<file path="src/rtl/susp_wake_pkg.sv">
package susp_wake_pkg;
  typedef enum logic [1:0] {
    MODE_SHALLOW = 2'd0,
    MODE_MID     = 2'd1,
    MODE_DEEP    = 2'd2,
    MODE_SPARE   = 2'd3
  } susp_mode_e;

  localparam int EVT_WOL   = 0;
  localparam int EVT_MAGIC = 1;
  localparam int EVT_LINK  = 2;
  localparam int NUM_EVT   = 3;

  // event sources honoured at each depth; GPIO is honoured at all depths
  function automatic logic [NUM_EVT-1:0] evt_allowed(susp_mode_e m);
    logic [NUM_EVT-1:0] a;
    a = '0;
    case (m)
      MODE_SHALLOW: begin
        a[EVT_WOL]   = 1'b1;
        a[EVT_MAGIC] = 1'b1;
      end
      MODE_MID: a[EVT_LINK] = 1'b1;
      default:  a = '0;
    endcase
    return a;
  endfunction
endpackage

</file>
<file path="src/rtl/gpio_wake_detect.sv">
module gpio_wake_detect #(
  parameter int NUM_GPIO = 11
) (
  input  logic                clk_i,
  input  logic                rst_ni,
  input  logic [NUM_GPIO-1:0] gpio_i,
  input  logic [NUM_GPIO-1:0] pol_i,
  output logic [NUM_GPIO-1:0] edge_o
);
  for (genvar g = 0; g < NUM_GPIO; g++) begin : g_pin
    logic sync1_q, sync2_q, prev_q, lvl;
    assign lvl = sync2_q ^ pol_i[g];
    always_ff @(posedge clk_i or negedge rst_ni) begin
      if (!rst_ni) begin
        sync1_q <= 1'b0;
        sync2_q <= 1'b0;
        prev_q  <= 1'b0;
      end else begin
        sync1_q <= gpio_i[g];
        sync2_q <= sync1_q;
        prev_q  <= lvl;
      end
    end
    assign edge_o[g] = lvl & ~prev_q;
  end
endmodule

</file>
<file path="src/rtl/wake_src_gate.sv">
module wake_src_gate
  import susp_wake_pkg::*;
#(
  parameter int NUM_GPIO = 11,
  localparam int STAT_W  = NUM_GPIO + NUM_EVT
) (
  input  logic                suspend_i,
  input  susp_mode_e          mode_i,
  input  logic [NUM_GPIO-1:0] gpio_edge_i,
  input  logic [NUM_GPIO-1:0] gpio_en_i,
  input  logic [NUM_EVT-1:0]  evt_i,
  input  logic [NUM_EVT-1:0]  evt_en_i,
  output logic [STAT_W-1:0]   hit_o
);
  logic [NUM_EVT-1:0] allow;
  always_comb begin
    allow = evt_allowed(mode_i);
    hit_o[NUM_GPIO-1:0] = {NUM_GPIO{suspend_i}} & gpio_edge_i & gpio_en_i;
    hit_o[STAT_W-1:NUM_GPIO] = {NUM_EVT{suspend_i}} & evt_i & evt_en_i & allow;
  end
endmodule

</file>
<file path="src/rtl/wake_status.sv">
module wake_status #(
  parameter int STAT_W = 14
) (
  input  logic              clk_i,
  input  logic              rst_ni,
  input  logic [STAT_W-1:0] set_i,
  input  logic              clr_we_i,
  input  logic [STAT_W-1:0] clr_mask_i,
  output logic [STAT_W-1:0] status_o
);
  logic [STAT_W-1:0] stat_q, clr;
  assign clr = clr_we_i ? clr_mask_i : '0;
  always_ff @(posedge clk_i or negedge rst_ni) begin
    if (!rst_ni) stat_q <= '0;
    else         stat_q <= (stat_q & ~clr) | set_i;  // set beats clear
  end
  assign status_o = stat_q;
endmodule

</file>
<file path="src/rtl/susp_wake_ctrl.sv">
module susp_wake_ctrl
  import susp_wake_pkg::*;
#(
  parameter int NUM_GPIO = 11,
  localparam int STAT_W  = NUM_GPIO + NUM_EVT
) (
  input  logic                clk_i,
  input  logic                rst_ni,
  input  logic                rwake_cap_i,
  input  logic                suspend_i,
  input  logic                mode_we_i,
  input  logic [1:0]          mode_wd_i,
  input  logic                cfg_we_i,
  input  logic [NUM_GPIO-1:0] gpio_en_i,
  input  logic [NUM_GPIO-1:0] gpio_pol_i,
  input  logic [NUM_EVT-1:0]  evt_en_i,
  input  logic [NUM_GPIO-1:0] gpio_i,
  input  logic                wol_i,
  input  logic                magic_i,
  input  logic                link_chg_i,
  input  logic                clr_we_i,
  input  logic [STAT_W-1:0]   clr_mask_i,
  output logic [STAT_W-1:0]   wake_status_o,
  output logic                wake_req_o,
  output logic                mac_clk_en_o
);
  susp_mode_e          mode_q;
  logic [NUM_GPIO-1:0] gpio_en_q, gpio_pol_q, gpio_edge;
  logic [NUM_EVT-1:0]  evt_en_q, evt;
  logic [STAT_W-1:0]   hit;
  logic                cap_q, armed_q;

  always_ff @(posedge clk_i or negedge rst_ni) begin
    if (!rst_ni) begin
      mode_q     <= MODE_DEEP;
      gpio_en_q  <= '0;
      gpio_pol_q <= '0;
      evt_en_q   <= '0;
    end else begin
      if (mode_we_i) mode_q <= susp_mode_e'(mode_wd_i);
      if (cfg_we_i) begin
        gpio_en_q  <= gpio_en_i;
        gpio_pol_q <= gpio_pol_i;
        evt_en_q   <= evt_en_i;
      end
    end
  end

  // capability captured once, on the first clock after reset release
  always_ff @(posedge clk_i or negedge rst_ni) begin
    if (!rst_ni) begin
      cap_q   <= 1'b0;
      armed_q <= 1'b0;
    end else if (!armed_q) begin
      cap_q   <= rwake_cap_i;
      armed_q <= 1'b1;
    end
  end

  always_comb begin
    evt            = '0;
    evt[EVT_WOL]   = wol_i;
    evt[EVT_MAGIC] = magic_i;
    evt[EVT_LINK]  = link_chg_i;
  end

  gpio_wake_detect #(.NUM_GPIO(NUM_GPIO)) i_gpio_det (
    .clk_i  (clk_i),
    .rst_ni (rst_ni),
    .gpio_i (gpio_i),
    .pol_i  (gpio_pol_q),
    .edge_o (gpio_edge)
  );

  wake_src_gate #(.NUM_GPIO(NUM_GPIO)) i_gate (
    .suspend_i   (suspend_i),
    .mode_i      (mode_q),
    .gpio_edge_i (gpio_edge),
    .gpio_en_i   (gpio_en_q),
    .evt_i       (evt),
    .evt_en_i    (evt_en_q),
    .hit_o       (hit)
  );

  wake_status #(.STAT_W(STAT_W)) i_status (
    .clk_i      (clk_i),
    .rst_ni     (rst_ni),
    .set_i      (hit),
    .clr_we_i   (clr_we_i),
    .clr_mask_i (clr_mask_i),
    .status_o   (wake_status_o)
  );

  assign wake_req_o   = cap_q & suspend_i & (|wake_status_o);
  assign mac_clk_en_o = ~(suspend_i & (mode_q == MODE_SHALLOW));
endmodule

</file>
<file path="config.mk">
export PLATFORM = sky130hd
export DESIGN_NAME = susp_wake_ctrl
export DESIGN_NICKNAME = d
export VERILOG_FILES = /design/src/rtl/susp_wake_pkg.sv /design/src/rtl/gpio_wake_detect.sv /design/src/rtl/wake_src_gate.sv /design/src/rtl/wake_status.sv /design/src/rtl/susp_wake_ctrl.sv
export SDC_FILE = /design/constraint.sdc
export NUM_CORES = 1
export LEC_CHECK = 0
export ABC_CLOCK_PERIOD_IN_PS = 1520
export BUFFER_PORTS_ARGS = -buffer_cell sky130_fd_sc_hd__buf_2
export CAP_MARGIN = 10
export CORE_UTILIZATION = 50
export CTS_CLUSTER_SIZE = 14
export DETAILED_ROUTE_END_ITERATION = 16
export PLACE_DENSITY = 0.79
export SYNTH_ARGS = -nofsm -noshare
export SYNTH_HDL_FRONTEND = slang
export SYNTH_SLANG_ARGS = --single-unit
</file>
<file path="constraint.sdc">
create_clock -name clk_i -period 1.52 [get_ports clk_i]
set_input_delay 0.38 -clock clk_i [delete_from_list [all_inputs] [get_ports clk_i]]
set_output_delay 0.38 -clock clk_i [all_outputs]
set_load 0.1 [all_outputs]
</file>
==> impl_metrics.tcl <==
set metrics [dict create \
    seq_power_share_pct 42.7 \
    power_density_nw_per_um2 1440 \
    track_usage_pct 25.2 \
    fillers 339 \
    worstHoldPathCells 1 \
    power_w 0.00556 \
    drt_wl_total_mm 6.28 \
    finalClockSkew_ps 8.75 \
    reg2reg_slack_ps 280 \
    worst-setup-path-type "flop to primary output" \
    synth_top_area_share_pct 70.2 \
    rr_worst_depth 4 \
    drv_slew 0 \
    area_growth_pct 44.5 \
    hp-class "primary input to flop" \
    final_cell_mix "61 x dfrtp_1, 60 x buf_2, 27 x nand2_1, 27 x mux2_2, 22 x buf_4" \
    clk_latency_ps 340 \
    swShare_pct 30.7 \
    end_kind "primary output" \
    post_dp_cell_area_um2 3570 \
    finalCriticalPeriod_ps 2220 \
    setup_violations 2 \
    syn-mean-instance-area_um2 14.7 \
    die-area_um2 5640 \
    yosys_register_bits 76 \
    num_rows 26 \
    cts_buffer_depth 2 \
    grt_pass1_wl_mm 9.72 \
    cts_tree "yes" \
    reg2reg_to "i_status.status_o[12]" \
    internal-power_w 0.00385 \
    htree_num_levels 3 \
    dp.cells 346 \
    wl_per_cell_um 17.2 \
    yosys.area.top_type "dfrtp_1" \
    gr-total-overflow 0 \
    rsz0062_at_grt "yes" \
    ys_warn_count 0 \
    synth_cell_types 21 \
    synth.cell_area_um2 2670 \
    die_x_um 75.1 \
    seq_area_frac_synth_pct 71.2 \
    initialDrtViolationCount 163 \
    cts.sink_count 76 \
    diodes 0 \
    grt_max_degree 44 \
    crit_required_ps 1140 \
    pre_cts_ws_ps -433 \
    initial_core_util_pct 52.0 \
    final_nets 352 \
    outcome "finished, violations left" \
    cts.reportedPaths.clkPinSlew_ps 80 \
    violations "negative setup slack" \
    syn_nets 244 \
    cts-root-buf "clkbuf_8" \
    r2r-start "mode_q[1]" \
    pwr-share-comb_pct 27.0 \
    p_leak_nw 1.83 \
    crit_path_start "i_status.status_o[5]" \
    ioPinCount 78 \
    synthCells 182 \
    synth_area_leaders "dfrtp_1 70%, mux2_2 11%, nand2_1 3.8%" \
    p_switching_w 0.00171 \
    critPathLaunchType "flop" \
    drtPass1Iterations 4 \
    holdWs_ps 135 \
    drc 0 \
    cp.arrival_ps 1840 \
    cap_viol_max_count 0 \
    route.vias.total 1860 \
    layout_commonest_cell "dfrtp_1" \
    core_um2 5140 \
    gp_congestion 0.835 \
    ant_nets 0 \
    period_share_pct 146 \
    antenna_found_initial 0 \
    design_area_um2 3860 \
    regArea_um2 1930 \
    worstPathMaxFanout 2 \
    die_y_um 75.1 \
    cts_buffers 9 \
    crit_end "wake_req_o" \
    multi_input_area_um2 772 \
    clkPwrFrac_pct 30.2 \
    setup_ws_ps -696 \
    io_buffer_count 77 \
    final_cells 365 \
    max-vdd-ir-drop_mv 0.989 \
    dp_hpwl_mm 4.39 \
    max_freq_mhz 451 \
    grt_pass1_vias 1969 \
    final-hold-violation-count 0 \
    viasPerCell 5.10 \
    drive_gt1_share_pct 56.3 \
]
## cell usage after synthesis (all sizes together)
library cell	count
dfrtp	75
mux2	28
nand2	27
nor2	12
a22o	11
xor2	11
buf	5
a32o	2
nor4	2
a31oi	1
conb	1
dfstp	1
inv	1
nand2b	1
nand3	1
nor3	1
o21ai	1
or4	1
## layout make-up
cell class / count / share of cell area [%]
clock buffers: 10 / 3.56
clock inverters: 6 / 2.27
inverters: 1 / 0.194
multi-input cells: 100 / 20.0
flip-flops and latches: 76 / 49.8
well taps: 70 / 2.27
repair buffers: 102 / 21.9
## critical path, stage by stage (launching register included)
cell     delay (ps)
dfrtp_4         480
or4_4           560
nor3_4          160
a31oi_4         120
buf_12          180
## how the worst min path moves through the flow
stage	startpoint	end	slack (ps)
after floorplan	rst_ni	armed_q	80
after global placement	rst_ni	gpio_en_q[8]	260
after detailed placement	rst_ni	i_gpio_det.g_pin[5].prev_q	260
after CTS	gpio_i[9]	i_gpio_det.g_pin[9].sync1_q	120
after global routing	gpio_i[8]	i_gpio_det.g_pin[8].sync1_q	120
final	gpio_i[1]	i_gpio_det.g_pin[1].sync1_q	130
## state kept, by name, summed over array words and instances (netlist names)
name and flops:
gpio_en_q 11, i_gpio_det.g_pin.sync1_q 11, mode_q 2, i_gpio_det.g_pin.sync2_q 11
evt_en_q 3, cap_q 1, gpio_pol_q 11, i_gpio_det.g_pin.prev_q 11
armed_q 1, i_status.status_o 14
## layer usage
layer	routed length (um)	track usage, %	part of all wire (%)	up-vias
li1	-	-	-	834
met1	2360	29.4	38	923
met2	3360	42.4	53	82
met3	346	5.09	5.5	21
met4	214	16.8	3.4	0
met5	0	0	0	-
## cell families (layout without fill, tap and decap cells)
group | after synthesis | in the layout | share of synthesized area [%]
AO/OA/AOI/OAI | 15 | 15 | 4.82
XOR/XNOR | 11 | 11 | 3.60
buffers and inverters | 6 | 119 | 1.31
flip-flops | 76 | 76 | 71.2
multiplexers | 28 | 28 | 11.8
other | 1 | 1 | 0.140
AND/OR/NAND/NOR | 45 | 45 | 7.16
## stage by stage
stage	TNS [ps]	utilization, %
2_1_floorplan	-521	-
3_3_place_gp	-409	69.4
3_5_place_dp	-511	69.4
4_1_cts	-905	75.0
5_1_grt	-962	75.2
6_report	-868	75.2
## power by group through the flow
stage | Combinational, W | Sequential [W] | Clock (W)
2_1_floorplan | 0.000319 | 0.00286 | 0
3_5_place_dp | 0.00146 | 0.00241 | 0
6_report | 0.00150 | 0.00238 | 0.00168
3_3_place_gp | 0.00143 | 0.00238 | 0
5_1_grt | 0.00157 | 0.00240 | 0.00180
4_1_cts | 0.00150 | 0.00237 | 0.00172
## what timing repair did
item                                   CTS  global route
cloned                                   0             0
pin swaps                                0             0
setup endpoints to repair                4             4
setup buffers                            1             1
hold buffers                             1             0
endpoints found under the hold margin   15             0
resized for setup                       11             0
Note: power is estimated with default switching activity, not from simulation.
